## src/rtl/tmr_pkg.sv

```systemverilog
package tmr_pkg;
  // prescaler: DIV_CHOICES taps, each 4x slower than the previous
  localparam int DIV_CHOICES = 4;
  localparam int PRE_W       = 2 * DIV_CHOICES;
  localparam int DATA_W      = 32;

  // register layout
  localparam int REG_START = 0;
  localparam int CH_BASE   = 1;
  localparam int CH_STRIDE = 3;
  localparam int OFF_CONST = 0;
  localparam int OFF_COUNT = 1;
  localparam int OFF_CTRL  = 2;

  // control word bit positions
  localparam int B_IE    = 5;
  localparam int B_UNF   = 6;
  localparam int B_CAPEN = 7;
  localparam int B_CAPIE = 8;
  localparam int B_CAPF  = 9;

  typedef enum logic [1:0] {
    EDGE_RISE = 2'b00,
    EDGE_FALL = 2'b01,
    EDGE_ANY  = 2'b10,
    EDGE_ANY2 = 2'b11
  } edge_mode_e;

  function automatic logic edge_hit(input logic [1:0] mode, input logic rise, input logic fall);
    case (edge_mode_e'(mode))
      EDGE_RISE: return rise;
      EDGE_FALL: return fall;
      default:   return rise | fall;
    endcase
  endfunction
endpackage

```

## src/rtl/tmr_prescaler.sv

```systemverilog
module tmr_prescaler
  import tmr_pkg::*;
#(
  parameter int TAPS = DIV_CHOICES
) (
  input  logic            clk,
  input  logic            rst_n,
  output logic [TAPS-1:0] tick
);
  localparam int W = 2 * TAPS;

  logic [W-1:0] pre_q;

  always_ff @(posedge clk or negedge rst_n) begin
    if (!rst_n) pre_q <= '0;
    else        pre_q <= pre_q + 1'b1;
  end

  // tap k pulses once every 4^(k+1) cycles
  for (genvar k = 0; k < TAPS; k++) begin : g_tap
    assign tick[k] = &pre_q[2*k+1:0];
  end
endmodule

```

## src/rtl/tmr_edge_sync.sv

```systemverilog
module tmr_edge_sync #(
  parameter int STAGES = 2
) (
  input  logic clk,
  input  logic rst_n,
  input  logic pin,
  output logic rise,
  output logic fall
);
  // sh_q[STAGES-1] is the synchronised level, sh_q[STAGES] its previous value
  logic [STAGES:0] sh_q;

  always_ff @(posedge clk or negedge rst_n) begin
    if (!rst_n) sh_q <= '0;
    else        sh_q <= {sh_q[STAGES-1:0], pin};
  end

  assign rise =  sh_q[STAGES-1] & ~sh_q[STAGES];
  assign fall = ~sh_q[STAGES-1] &  sh_q[STAGES];
endmodule

```

## src/rtl/tmr_channel.sv

```systemverilog
module tmr_channel
  import tmr_pkg::*;
#(
  parameter int CNT_W   = 32,
  parameter bit HAS_CAP = 1'b0
) (
  input  logic                   clk,
  input  logic                   rst_n,
  input  logic [DIV_CHOICES-1:0] pre_tick,
  input  logic                   ext_rise,
  input  logic                   ext_fall,
  input  logic                   cap_rise,
  input  logic                   cap_fall,
  input  logic                   run,
  input  logic                   wr_const,
  input  logic                   wr_cnt,
  input  logic                   wr_ctrl,
  input  logic [DATA_W-1:0]      wdata,
  output logic [CNT_W-1:0]       cnt_o,
  output logic [CNT_W-1:0]       const_o,
  output logic [DATA_W-1:0]      ctrl_o,
  output logic                   tick_o,
  output logic                   unf_o,
  output logic                   flag_o,
  output logic                   ie_o,
  output logic                   irq_o,
  output logic                   cap_evt_o,
  output logic                   capf_o,
  output logic                   cap_irq_o,
  output logic [CNT_W-1:0]       cap_o
);
  logic [CNT_W-1:0] cnt_q, const_q;
  logic [2:0]       sel_q;
  logic [1:0]       edge_q;
  logic             ie_q, flag_q;
  logic             capen_w, capie_w;

  function automatic logic [CNT_W-1:0] step(input logic [CNT_W-1:0] cur,
                                            input logic [CNT_W-1:0] rl);
    return (cur == '0) ? rl : cur - 1'b1;
  endfunction

  assign tick_o = sel_q[2] ? edge_hit(edge_q, ext_rise, ext_fall)
                           : pre_tick[sel_q[1:0]];
  assign unf_o  = run & tick_o & (cnt_q == '0) & ~wr_cnt;

  always_ff @(posedge clk or negedge rst_n) begin
    if (!rst_n) begin
      cnt_q   <= '0;
      const_q <= '0;
      sel_q   <= '0;
      edge_q  <= '0;
      ie_q    <= 1'b0;
      flag_q  <= 1'b0;
    end else begin
      if (wr_const) const_q <= wdata[CNT_W-1:0];
      if (wr_cnt)             cnt_q <= wdata[CNT_W-1:0];
      else if (run && tick_o) cnt_q <= step(cnt_q, const_q);
      if (wr_ctrl) begin
        sel_q  <= wdata[2:0];
        edge_q <= wdata[4:3];
        ie_q   <= wdata[B_IE];
      end
      if (unf_o)                        flag_q <= 1'b1;
      else if (wr_ctrl && !wdata[B_UNF]) flag_q <= 1'b0;
    end
  end

  if (HAS_CAP) begin : g_cap
    logic             capen_q, capie_q, capf_q;
    logic [CNT_W-1:0] cap_q;

    assign cap_evt_o = capen_q & edge_hit(edge_q, cap_rise, cap_fall);

    always_ff @(posedge clk or negedge rst_n) begin
      if (!rst_n) begin
        capen_q <= 1'b0;
        capie_q <= 1'b0;
        capf_q  <= 1'b0;
        cap_q   <= '0;
      end else begin
        if (wr_ctrl) begin
          capen_q <= wdata[B_CAPEN];
          capie_q <= wdata[B_CAPIE];
        end
        if (cap_evt_o) begin
          cap_q  <= cnt_q;
          capf_q <= 1'b1;
        end else if (wr_ctrl && !wdata[B_CAPF]) begin
          capf_q <= 1'b0;
        end
      end
    end

    assign capen_w   = capen_q;
    assign capie_w   = capie_q;
    assign capf_o    = capf_q;
    assign cap_o     = cap_q;
    assign cap_irq_o = capf_q & capie_q;
  end else begin : g_nocap
    logic unused_cap_pins;
    assign unused_cap_pins = cap_rise ^ cap_fall;
    assign cap_evt_o = 1'b0;
    assign capen_w   = 1'b0;
    assign capie_w   = 1'b0;
    assign capf_o    = 1'b0;
    assign cap_o     = '0;
    assign cap_irq_o = 1'b0;
  end

  always_comb begin
    ctrl_o          = '0;
    ctrl_o[2:0]     = sel_q;
    ctrl_o[4:3]     = edge_q;
    ctrl_o[B_IE]    = ie_q;
    ctrl_o[B_UNF]   = flag_q;
    ctrl_o[B_CAPEN] = capen_w;
    ctrl_o[B_CAPIE] = capie_w;
    ctrl_o[B_CAPF]  = capf_o;
  end

  assign cnt_o   = cnt_q;
  assign const_o = const_q;
  assign flag_o  = flag_q;
  assign ie_o    = ie_q;
  assign irq_o   = flag_q & ie_q;
endmodule

```

## src/rtl/tmr_trio.sv

```systemverilog
module tmr_trio
  import tmr_pkg::*;
#(
  parameter int NUM_CH      = 3,
  parameter int CNT_W       = 32,
  parameter int CAP_CH      = 2,
  parameter int SYNC_STAGES = 2,
  parameter int ADDR_W      = 4
) (
  input  logic              clk,
  input  logic              rst_n,
  input  logic              reg_we,
  input  logic [ADDR_W-1:0] reg_waddr,
  input  logic [DATA_W-1:0] reg_wdata,
  input  logic [ADDR_W-1:0] reg_raddr,
  output logic [DATA_W-1:0] reg_rdata,
  input  logic              ext_clk_pin,
  input  logic              cap_pin,
  output logic [NUM_CH-1:0] irq_unf,
  output logic              irq_cap
);
  localparam int REG_CAP = CH_BASE + CH_STRIDE * NUM_CH;

  logic [DIV_CHOICES-1:0]         pre_tick;
  logic                           ext_rise, ext_fall, cap_rise, cap_fall;
  logic [NUM_CH-1:0]              start_q;
  logic [NUM_CH-1:0][CNT_W-1:0]   cnt_q, const_q, cap_all;
  logic [NUM_CH-1:0][DATA_W-1:0]  ctrl_all;
  logic [NUM_CH-1:0]              tick_w, unf_w, flag_w, ie_w;
  logic [NUM_CH-1:0]              capevt_all, capf_all, capirq_all;
  logic                           cap_evt_w, capf_w;
  logic [CNT_W-1:0]               cap_val;
  logic                           unused_ok;

  tmr_prescaler #(.TAPS(DIV_CHOICES)) u_pre (
    .clk(clk), .rst_n(rst_n), .tick(pre_tick)
  );

  tmr_edge_sync #(.STAGES(SYNC_STAGES)) u_ext_sync (
    .clk(clk), .rst_n(rst_n), .pin(ext_clk_pin), .rise(ext_rise), .fall(ext_fall)
  );

  tmr_edge_sync #(.STAGES(SYNC_STAGES)) u_cap_sync (
    .clk(clk), .rst_n(rst_n), .pin(cap_pin), .rise(cap_rise), .fall(cap_fall)
  );

  always_ff @(posedge clk or negedge rst_n) begin
    if (!rst_n) start_q <= '0;
    else if (reg_we && reg_waddr == ADDR_W'(REG_START)) start_q <= reg_wdata[NUM_CH-1:0];
  end

  for (genvar n = 0; n < NUM_CH; n++) begin : g_ch
    localparam int BASE = CH_BASE + CH_STRIDE * n;
    logic wr_const, wr_cnt, wr_ctrl;
    assign wr_const = reg_we && reg_waddr == ADDR_W'(BASE + OFF_CONST);
    assign wr_cnt   = reg_we && reg_waddr == ADDR_W'(BASE + OFF_COUNT);
    assign wr_ctrl  = reg_we && reg_waddr == ADDR_W'(BASE + OFF_CTRL);

    tmr_channel #(.CNT_W(CNT_W), .HAS_CAP(n == CAP_CH)) u_ch (
      .clk(clk), .rst_n(rst_n), .pre_tick(pre_tick),
      .ext_rise(ext_rise), .ext_fall(ext_fall),
      .cap_rise(cap_rise), .cap_fall(cap_fall),
      .run(start_q[n]), .wr_const(wr_const), .wr_cnt(wr_cnt), .wr_ctrl(wr_ctrl),
      .wdata(reg_wdata),
      .cnt_o(cnt_q[n]), .const_o(const_q[n]), .ctrl_o(ctrl_all[n]),
      .tick_o(tick_w[n]), .unf_o(unf_w[n]), .flag_o(flag_w[n]), .ie_o(ie_w[n]),
      .irq_o(irq_unf[n]),
      .cap_evt_o(capevt_all[n]), .capf_o(capf_all[n]), .cap_irq_o(capirq_all[n]),
      .cap_o(cap_all[n])
    );
  end

  assign cap_evt_w = capevt_all[CAP_CH];
  assign capf_w    = capf_all[CAP_CH];
  assign cap_val   = cap_all[CAP_CH];
  assign irq_cap   = capirq_all[CAP_CH];
  assign unused_ok = ^{cap_all, capevt_all, capf_all, capirq_all};

  always_comb begin
    reg_rdata = '0;
    if (reg_raddr == ADDR_W'(REG_START)) reg_rdata[NUM_CH-1:0] = start_q;
    if (reg_raddr == ADDR_W'(REG_CAP))   reg_rdata = DATA_W'(cap_val);
    for (int n = 0; n < NUM_CH; n++) begin
      if (reg_raddr == ADDR_W'(CH_BASE + CH_STRIDE * n + OFF_CONST)) reg_rdata = DATA_W'(const_q[n]);
      if (reg_raddr == ADDR_W'(CH_BASE + CH_STRIDE * n + OFF_COUNT)) reg_rdata = DATA_W'(cnt_q[n]);
      if (reg_raddr == ADDR_W'(CH_BASE + CH_STRIDE * n + OFF_CTRL))  reg_rdata = ctrl_all[n];
    end
  end
endmodule

```

## config.mk

```make
export PLATFORM = sky130hd
export DESIGN_NAME = tmr_trio
export DESIGN_NICKNAME = d
export VERILOG_FILES = /design/src/rtl/tmr_pkg.sv /design/src/rtl/tmr_prescaler.sv /design/src/rtl/tmr_edge_sync.sv /design/src/rtl/tmr_channel.sv /design/src/rtl/tmr_trio.sv
export SDC_FILE = /design/constraint.sdc
export NUM_CORES = 1
export LEC_CHECK = 0
export ABC_AREA = 1
export BUFFER_PORTS_ARGS = -buffer_cell sky130_fd_sc_hd__clkbuf_2
export CAP_MARGIN = 20
export CORE_MARGIN = 2
export CORE_UTILIZATION = 35
export DETAILED_ROUTE_END_ITERATION = 6
export GPL_TIMING_DRIVEN = 0
export SLEW_MARGIN = 20
export SYNTH_ARGS = -nofsm -noshare
export SYNTH_HDL_FRONTEND = slang
export SYNTH_SLANG_ARGS = --single-unit
export TNS_END_PERCENT = 100
```

## constraint.sdc

```tcl
create_clock -name clk -period 5.39 [get_ports clk]
set_clock_uncertainty 0.05 [all_clocks]
set_input_delay 0.2695 -clock clk [delete_from_list [all_inputs] [get_ports clk]]
set_output_delay 0.2695 -clock clk [all_outputs]
set_load 0.02 [all_outputs]
```

; Word level (Yosys, flattened, before mapping)
; Index checks and enable logic that the tools add are counted.
[totals]
register_bits = 265
inputBits = 45
out_inout_bits = 36
word_cells = 161
[classes]
n_addsub = 4
order_cmp = 3
eq_ne = 22
muxes = 41
bitwise = 27
reduce_logical = 38
[ops]
columns = op, n
row1 = two-way mux 32 bit, 19
row2 = logical NOT 32 bit, 3
row3 = subtractor 32 x 1 -> 32 bit (second input constant), 3
row4 = == test 4 x 3 -> 1 bit (second input constant), 8
row5 = == test 4 bit (second input constant), 5
row6 = AND 1 bit, 18
row7 = logical AND 1 bit, 17
row8 = == test 4 x 2 -> 1 bit (second input constant), 4
row9 = two-way mux 1 bit, 14
row10 = nonzero test 2 bit, 7
row11 = < comparator 2 x 3 -> 1 bit (second input constant), 3
row12 = adder 8 x 1 -> 8 bit (second input constant), 1
row13 = == test 4 x 1 -> 1 bit (second input constant), 2
row14 = logical NOT 4 bit, 2
row15 = case mux 1 bit (2 select lines), 4
row16 = AND reduction 8 bit, 1
row17 = inverter 1 bit, 7
row18 = binary-select mux 1 bit (select 2 bit), 3
row19 = == test 2 x 1 -> 1 bit (second input constant), 3
row20 = logical NOT 2 bit, 3
row21 = AND reduction 6 bit, 1
row22 = AND reduction 4 bit, 1
row23 = two-way mux 3 bit, 1
row24 = logical NOT 1 bit, 2
row25 = 2 further kinds, 3

; Logic depth before layout (Yosys ltp)
; Gate-level depths: netlist (run 1).
[logic_depth]
word_depth = 12
depth_mapped = 12
ltp_nobuf = 12

; Modules after synthesis
; A second synthesis (run 1) with hierarchy kept.
[unflattened]
cells_unflattened = 3058
hier_area_um2 = 19799.0
[by_module_without_submodules]
columns = mod, instances, cells_per_inst, area_per_inst_um2, seq_area_each_um2
row1 = tmr_channel at g_ch[0].u_ch ..., 2, 756, 5101.1, 1776.7
row2 = tmr_channel at g_ch[2].u_ch, 1, 848, 6160.9, 2652.5
row3 = tmr_trio, 1, 645, 2884.0, 75.1
row4 = tmr_prescaler, 1, 39, 371.6, 200.2
row5 = tmr_edge_sync, 2, 7, 90.1, 75.1

; Least setup slack after synthesis (run 1)
; Ideal clock, no wire load.
[synth_path]
kind = input-to-output
from = input port reg_raddr[3]
to = output port reg_rdata[18]
t_arrival_ns = 1.454
required_ns = 5.071
slack_ns = 3.617
stages = 7
n_path_buf = 2
path_cell_list = inv_1 nand2_1 nor2_1 inv_1 buf_2 buf_1 o2111ai_1
[synth_between]
elab_chain_cells = 11
word_cells_on_any_way = 20
classes_between = eq/ne (10) / mux (10)
[synth_rtl]
columns = element, line_no
row1 = "start, declared", tmr_trio.sv:15  ; input logic [ADDR_W-1:0] reg_raddr,
row2 = == test 4 bit, tmr_trio.sv:82  ; if (reg_raddr == ADDR_W'(REG_CAP)) reg_rdata = DATA_W'(cap_val);
row3 = two-way mux 32 bit, tmr_trio.sv:82
row4 = two-way mux 32 bit, tmr_trio.sv:84  ; if (reg_raddr == ADDR_W'(CH_BASE + CH_STRIDE * n + OFF_CONST)) reg_rdata = DATA_W'(const_q[n]);
row5 = two-way mux 32 bit, tmr_trio.sv:85  ; if (reg_raddr == ADDR_W'(CH_BASE + CH_STRIDE * n + OFF_COUNT)) reg_rdata = DATA_W'(cnt_q[n]);
row6 = two-way mux 32 bit, tmr_trio.sv:86  ; if (reg_raddr == ADDR_W'(CH_BASE + CH_STRIDE * n + OFF_CTRL)) reg_rdata = ctrl_all[n];
row7 = two-way mux 32 bit, tmr_trio.sv:84
row8 = two-way mux 32 bit, tmr_trio.sv:85
row9 = two-way mux 32 bit, tmr_trio.sv:86
row10 = two-way mux 32 bit, tmr_trio.sv:84
row11 = two-way mux 32 bit, tmr_trio.sv:85
row12 = two-way mux 32 bit (*), tmr_trio.sv:86
row13 = "end, declared", tmr_trio.sv:16  ; output logic [DATA_W-1:0] reg_rdata,
; Mark *: on every way between the ends. The rest lies on a longest branch, timed or not.

; Final worst setup path (run 1)
[layout_path]
from = register g_ch[2].u_ch.cnt_q[0]
to = register g_ch[2].u_ch.cnt_q[17]
[layout_between]
elab_chain_cells = 4
word_cells_on_any_way = 5
classes_between = add/sub (1) / mux (3) / reduce/logical (1)
[layout_rtl]
columns = element, line_no
row1 = "start, declared", tmr_channel.sv:32  ; logic [CNT_W-1:0] cnt_q, const_q;
row2 = "start signal, assigned", tmr_channel.sv:57  ; if (wr_cnt) cnt_q <= wdata[CNT_W-1:0];
row3 = "start signal, assigned", tmr_channel.sv:58  ; else if (run && tick_o) cnt_q <= step(cnt_q, const_q);
row4 = subtractor 32 x 1 -> 32 bit / logical NOT 32 bit (equally long branches), tmr_channel.sv:40  ; return (cur == '0) ? rl : cur - 1'b1;
row5 = two-way mux 32 bit (*), tmr_channel.sv:40
row6 = two-way mux 32 bit (*), tmr_channel.sv:58
row7 = two-way mux 32 bit (*), tmr_channel.sv:57
; Mark *: on every way between the ends. The rest lies on a longest branch, timed or not. The select of a mux whose other input is x is not followed.
; A chain may end at the register's enable or synchronous reset.

==> reports/metrics.cfg, run 1 <==
[outcome]
violations=DRC
status=finished with violations

[route]
drc_errors=3
vias=18295
drtAntennaViolNets=0
dr.pass1.iters=7
via_per_inst=5.31
wl_per_cell_um=21.8
routed_wl_mm=75.2
drt-initial-drc-count=2252

[setup_path]
cp_top_family=simple AND/OR/NAND/NOR gates
cp-start-kind=register
worst-path-buf-inv=3
crit_path_top_delay_cell=dfrtp_1
path_cells=inv_1 -> ha_1 -> inv_1 -> nor2_1 -> nand2_1 -> nor2_1 -> nand4_1 -> buf_2 -> nand3_1 -> nand3_1 -> nand2_1
worstSetupPathType=register to register
cp.arrival_ns=3.22
cpPeakStageDelay_ns=0.45
crit_fanout=10
worst_setup_path_end_kind=register
cp.required_ns=5.81

[clocking]
insertion_delay_ns=0.54
clk_pin_slew_ns=0.06
cts_buffers=34
clock_tree.buffer_depth=3
cts.sinks=265
cts_root_buf=clkbuf_16
cts_tree=yes
htree_levels=2
cts.repair.resized=0

[timing]
maxSlewViolCount=0
finalCritPeriodShare_pct=51.8
holdWs_ns=0.0911
fin_crit_ns=2.79
rsz0062_at_grt=false
finalSetupViolCount=0
max_freq_mhz=358
maxSlewHeadroom_pct=47.0
worst-slew-pin-transition_ns=0.795
hold_viol=0

[floorplanning]
dieArea_um2=51400
ioPinCount=81
core.rowCount=81
die_x_um=227
initial_utilization_pct=35.5
core_area_um2=49000
die_height_um=227

[power]
power.internal_mw=5.27
power-per-cell-area_nw_per_um2=501
swShare_pct=47.0
vdd_drop_max_v=0.000171
p_leak_nw=9.83
p_seq_share_pct=35.2
combPwrFrac_pct=40.7
p_switching_mw=4.68
clkPwrFrac_pct=24.1

[job]
maxCapViolCount=0

[cells_and_area]
diodes=0
stdcell_count=3443
drive_gt1_share_pct=9.82
n_fill_cell=5189
nets=2812
synthToLayoutAreaGrowth_pct=14.4

[placed_design]
dp.cells=3381
place_hpwl_mm=60.4
gp_congestion=1.01
place.port_buffers=80

[yosys]
synthArstFlopShare_pct=100
ys_ff_latch=265
postSynthAreaPerCell_um2=6.59
yosys-top-cells-area=dfrtp_1, nand2_1, nand3_1, inv_1, o21ai_0
synth_top_area_cell=dfrtp_1
syn_area_um2=17400
ys_types=36
yosysMostFrequentCell=nand2_1
ys_warn_count=0
syn_nets=2690
synthCells=2634
ys_top_cells_by_count=nand2_1, nand3_1, inv_1, dfrtp_1, nor2_1
ys_seq_area_share_pct=38.2
synth_edf_count=0
synth_ff_type=dfrtp_1
synth_top_area_share_pct=38.2

[global_route]
grt_pass1_vias=17371
grt_max_degree=83
antenna_found_initial=0
grt_pass1_wl_mm=110
met3_usage_pct=3.99
met1_usage_pct=40.6
grt_busiest_layer=met2
grt_use_met2_pct=45.1
grt_util_all_layers_pct=29.3
grt_overflow=0

[hold_path]
min_path_type=primary input to register

-- area by class of cell --
cell class,count,area [µm²],area share (%)
timing repair buffer,86,522,2.63
tap,664,831,4.19
buffer,100,543,2.74
sequential,265,6630,33.4
inverter,300,1130,5.67
multi-input combinational,1969,9050,45.6
clock inverter,13,166,0.838
clock buffer,46,977,4.92
-- power groups by stage --
stage	combinational [mW]	sequential [mW]	clock, mW
after floorplan	2.77	3.15	0
after global placement	3.91	3.47	0
after detailed placement	3.96	3.48	0
after CTS	3.98	3.45	2.41
after global routing	4.50	3.57	2.49
final	4.05	3.50	2.40
-- through the flow --
| stage | area (µm²) | power [mW] | setup TNS (ns) | setup slack [ns] | utilization (%) |
|---|---|---|---|---|---|
| detailed placement | 18700 | 7.44 | 0 | 2.66 | 38.2 |
| CTS | 19900 | 9.85 | 0 | 2.65 | 40.6 |
| global placement | 18600 | 7.38 | -517.91 | -2.00 | 38.0 |
| floorplan | 17400 | 5.93 | 0 | 3.62 | - |
| global route | 19900 | 10.6 | 0 | 2.57 | 40.6 |
| finish | 19900 | 9.95 | 0 | 2.60 | 40.6 |
-- per-layer routing --
layer	up-vias	share of wire, %	wire length [µm]
li1	8646	-	-
met1	8624	43	32300
met2	850	44	32800
met3	175	8.2	6160
met4	0	5.1	3850
met5	-	0	0
-- path summary, 6_finish.rpt --
path | startpoint | to | slack, ns | cells after the start
max in group asynchronous | rst_n | g_ch[0].u_ch.cnt_o[24] | 3.80 | 4
worst max register to register | g_ch[2].u_ch.cnt_o[0] | g_ch[2].u_ch.cnt_o[17] | 2.60 | 11
min in group asynchronous | rst_n | u_cap_sync.sh_q[1] | 0.24 | 2
worst min-delay path | reg_wdata[5] | g_ch[1].u_ch.cnt_o[5] | 0.09 | 3
worst min register to register | u_ext_sync.sh_q[0] | u_ext_sync.sh_q[1] | 0.29 | 0
worst max-delay path | g_ch[2].u_ch.cnt_o[0] | g_ch[2].u_ch.cnt_o[17] | 2.60 | 11
-- worst min-delay path: stages --
cell	delay (ns)
clkbuf_2	0.18
nand2_1	0.11
nand3_1	0.07
-- placed cells by master, fill, tap and decap left out, types with 28 or more instances in the layout --
| master | netlist | layout |
|---|---|---|
| a21oi_1 | 28 | 28 |
| buf_2 | 35 | 35 |
| nand2_1 | 941 | 941 |
| clkbuf_2 | 0 | 79 |
| inv_1 | 293 | 293 |
| nand3_1 | 315 | 315 |
| dfrtp_1 | 265 | 265 |
| clkbuf_1 | 41 | 46 |
| clkbuf_16 | 0 | 35 |
| o21ai_0 | 191 | 191 |
| nor2_1 | 250 | 250 |
| nand4_1 | 35 | 35 |
-- kinds of logic (layout without fill, tap and decap cells) --
logic type | count (synthesis) | count (layout) | synth area share [%]
AND/OR/NAND/NOR | 1655 | 1655 | 41.1
XOR/XNOR | 27 | 27 | 1.36
buffers and inverters | 400 | 545 | 9.62
flip-flops | 265 | 265 | 38.2
adder cells (fa/ha/maj) | 11 | 11 | 0.793
AO/OA/AOI/OAI | 276 | 276 | 8.93
-- state kept, by name (all words and copies together), names as in the netlist, 6 cells and up --
register           cells
g_ch.u_ch.sel_q        9
g_ch.u_ch.const_o     96
u_pre.pre_q            8
g_ch.u_ch.edge_q       6
g_ch.u_ch.cnt_o       96
g_ch.u_ch.cap_o       32
-- timing repair --
| item | CTS | global route |
|---|---|---|
| hold buffers | 3 | 0 |
| buffers inserted | 0 | 0 |
| setup endpoints to repair | 0 | 0 |
| endpoints found under the hold margin | 64 | 0 |
Power figures use the tool's default switching activity.
==> inputs of run 2 (changes only) <==
--- a/config.mk
+++ b/config.mk
@@ -5,7 +5,7 @@
 export SDC_FILE = /design/constraint.sdc
 export NUM_CORES = 1
 export LEC_CHECK = 0
-export ABC_AREA = 1
+export ABC_AREA = 0
 export BUFFER_PORTS_ARGS = -buffer_cell sky130_fd_sc_hd__clkbuf_2
 export CAP_MARGIN = 20
 export CORE_MARGIN = 2
==> constraint.sdc (replaced) <==
create_clock -name clk -period 2.6 [get_ports clk]
set_clock_uncertainty 0.05 [all_clocks]
set_input_delay 0.13 -clock clk [delete_from_list [all_inputs] [get_ports clk]]
set_output_delay 0.13 -clock clk [all_outputs]
set_load 0.02 [all_outputs]
==> run 2 against run 1 <==
Effect of this change:
- the run ends with DRC, setup timing left
- worst setup slack lost 2.6 ns
- worst hold slack lost 0.045 ns
- clock power grew 74%
- register-to-register slack lost 2.6 ns
- sequential power grew 110%
- maximum frequency grew 6.9%
- sequential share of layout area grew 0.88 points
- synthesized cell count shrank 33%
- critical path type unchanged
==> reports/metrics.cfg, run 2 <==
[outcome]
status=finished with violations
violations=DRC, setup timing

[global_route]
grt_util_all_layers_pct=27.8  ; -1.5 points
grt_pass1_wl_mm=98.3  ; -11%
antenna_found_initial=0  ; unchanged
grt_max_degree=82  ; -1.2%
grt_overflow=0  ; unchanged
grt_pass1_vias=14927  ; -14%

[power]
vdd_drop_max_v=0.000516  ; +200%
power-per-cell-area_nw_per_um2=909  ; +81%
p_leak_nw=8.21  ; -17%

[yosys]
ys_seq_area_share_pct=41.2  ; +3.0 points
synth_top_area_share_pct=41.2  ; +3.0 points
yosys-top-cells-area=dfrtp_1, mux2_2, a21oi_1, o21ai_0, nor2_1
synth_top_area_cell=dfrtp_1
ys_ff_latch=265  ; unchanged
syn_nets=1818  ; -32%
synthArstFlopShare_pct=100  ; unchanged
ys_warn_count=0  ; unchanged
synth_edf_count=0  ; unchanged
synth_ff_type=dfrtp_1
yosysMostFrequentCell=dfrtp_1
synthCells=1762  ; -33%
syn_area_um2=16100  ; -7.4%
ys_types=74  ; +110%
postSynthAreaPerCell_um2=9.12  ; +38%
ys_top_cells_by_count=dfrtp_1, nor2_1, a21oi_1, o21ai_0, mux2_2

[placed_design]
gp_congestion=0.983  ; -2.5%
place.port_buffers=71  ; -11%
place_hpwl_mm=50.9  ; -16%
dpl-instance-area_um2=17300  ; -7.4%

[cells_and_area]
fin_area_um2=19400  ; -2.5%
nets=1976  ; -30%
layout_common_cells=dfrtp_1, nor2_1, a21oi_1, mux2_2, o21ai_0
fin_util_pct=42.7  ; +2.1 points
synthToLayoutAreaGrowth_pct=20.4
drive_gt1_share_pct=23.3  ; +13 points
diodes=0  ; unchanged
final_common_cell=dfrtp_1

[timing]
max_freq_mhz=383  ; +6.9%
fin_crit_ns=2.61  ; -0.179 ns
maxSlewViolCount=0  ; unchanged
finalSetupViolCount=8  ; +8
worst-slew-pin-transition_ns=1.09  ; +0.296 ns
maxSlewHeadroom_pct=27.1  ; -20 points
rsz0062_at_grt=true
tns_ns=-0.0426  ; -0.0426 ns
finalCritPeriodShare_pct=101  ; +49 points
hold_viol=0  ; unchanged
fin_ws_ns=-0.0143  ; -2.61 ns

[setup_path]
r2r_slack_ns=-0.01  ; -2.61 ns
worst-path-stages=7  ; -4
path_cells=or4_4 -> or3_4 -> or4_4 -> buf_12 -> buf_12 -> o211ai_1 -> o22ai_1
crit_path_top_delay_cell=or4_4
reg2reg_to=g_ch[2].u_ch.cnt_o[26]
worst-path-buf-inv=2  ; -1
crit_start=g_ch[2].u_ch.cnt_o[13]
cp_top_family=simple AND/OR/NAND/NOR gates
worst_setup_path_end_kind=register
crit_end=g_ch[2].u_ch.cnt_o[26]
cp.required_ns=3.02  ; -2.79 ns
r2r_cells=7  ; -4
cp.arrival_ns=3.03  ; -0.19 ns
crit_fanout=10  ; unchanged
cp-start-kind=register
worstSetupPathType=register to register
cpPeakStageDelay_ns=0.55  ; +0.10 ns
r2r_start=g_ch[2].u_ch.cnt_o[13]

[floorplanning]
core_area_um2=45400  ; -7.3%
die_height_um=218  ; -3.7%
core.rowCount=78  ; -3.7%
die_x_um=218  ; -3.7%
initial_utilization_pct=35.4  ; about the same
dieArea_um2=47700  ; -7.2%
ioPinCount=81  ; unchanged

[clocking]
clk_pin_slew_ns=0.06  ; about the same
cts_buffers=31  ; -8.8%
clock_tree.buffer_depth=3  ; unchanged
cts.sinks=265  ; unchanged
insertion_delay_ns=0.60  ; +0.06 ns
cts_root_buf=clkbuf_16
htree_levels=1  ; -1
cts_tree=yes

[route]
drt-initial-drc-count=1920  ; -15%
drc_errors=1  ; -2
via_per_inst=6.18  ; +16%
dr.pass1.iters=7  ; unchanged
vias=15701  ; -14%
drtAntennaViolNets=0  ; unchanged
routed_wl_mm=67.6  ; -10%
wl_per_cell_um=26.6  ; +22%

[hold_path]
min_path_type=primary input to register

[job]
maxCapViolCount=0  ; unchanged

-- run 2: cell count changes in the layout (fill, tap and decap cells not counted), moves of 25 or more --
cell and change:
buf_4 +26, dlygate4sd3_1 +26, o21ai_0 -52, nand3_1 -274
o2111ai_1 -25, a21oi_1 +123, inv_1 -239, o22ai_1 +48
mux2_2 +142, nor2b_1 +27, mux2i_1 +37, nand2_1 -857
nor2_1 -90
-- run 2: layout make-up --
| type | count | area (µm²) |
|---|---|---|
| plain buffers | 134 | 683 |
| clock buffers | 47 | 896 |
| clock inverters | 8 | 43.8 |
| fillers | 4556 | 26000 |
| inverters | 54 | 203 |
| multi-input cells | 1303 | 9150 |
| flip-flops and latches | 265 | 6640 |
| well taps | 600 | 751 |
| repair buffers | 131 | 995 |
-- run 2: worst min path at each step --
stage / end / cells after the start / start / slack, ns
after global routing: g_ch[2].u_ch.cnt_o[5] / 3 / reg_wdata[5] / 0.08
after CTS: g_ch[2].u_ch.sel_q[1] / 6 / reg_waddr[3] / 0.03
final: g_ch[2].u_ch.cnt_o[5] / 3 / reg_wdata[5] / 0.05
after detailed placement: g_ch[0].u_ch.const_o[2] / 1 / rst_n / 0.12
after global placement: u_cap_sync.sh_q[0] / 1 / cap_pin / 0.19
after floorplan: g_ch[0].u_ch.cnt_o[0] / 0 / rst_n / -0.22
-- run 2: repair_timing --
action,CTS,global route
hold buffers,29,0
hold endpoints to repair,292,0
gates cloned,0,2
setup buffers,17,9
pin swaps,20,27
endpoints found under the setup margin,130,141
resized for setup,88,124
-- run 2: cell families after synthesis --
logic type	share of synthesized area [%]
flip-flops	41.2
buffers and inverters	4.88
AO/OA/AOI/OAI	21.1
AND/OR/NAND/NOR	15.8
multiplexers	12.7
XOR/XNOR	3.38
adder cells (fa/ha/maj)	0.856
-- run 2: worst reg2reg max path, cell delays in order (launching register included) --
cell and delay, ns:
dfrtp_2 0.41, or4_4 0.55, or3_4 0.37, or4_4 0.50, buf_12 0.19, buf_12 0.15, o211ai_1 0.17, o22ai_1 0.10
-- run 2: power breakdown --
part	internal, mW	leakage, nW	switching, mW
sequential	5.48	3.23	2.02
clock	2.35	0.469	1.82
combinational	2.64	4.50	3.30
-- run 2: metal layers --
layer / global-route usage (%) / routed length [µm]
met5: 0 / 0
met4: 11.0 / 3150
met3: 3.92 / 5290
met2: 43.5 / 30300
met1: 38.7 / 28900
-- run 2: metrics by stage --
step	std cells	hold slack, ns	power, mW	setup WS (ns)
2_1_floorplan	1762	-0.216	10.5	0.0253
3_3_place_gp	2433	0.192	12.5	-4.53
3_5_place_dp	2436	0.121	12.7	-1.04
4_1_cts	2534	0.0318	17.2	0.0000289
5_1_grt	2542	0.0758	18.5	-0.0688
6_report	2542	0.0462	17.6	-0.0143
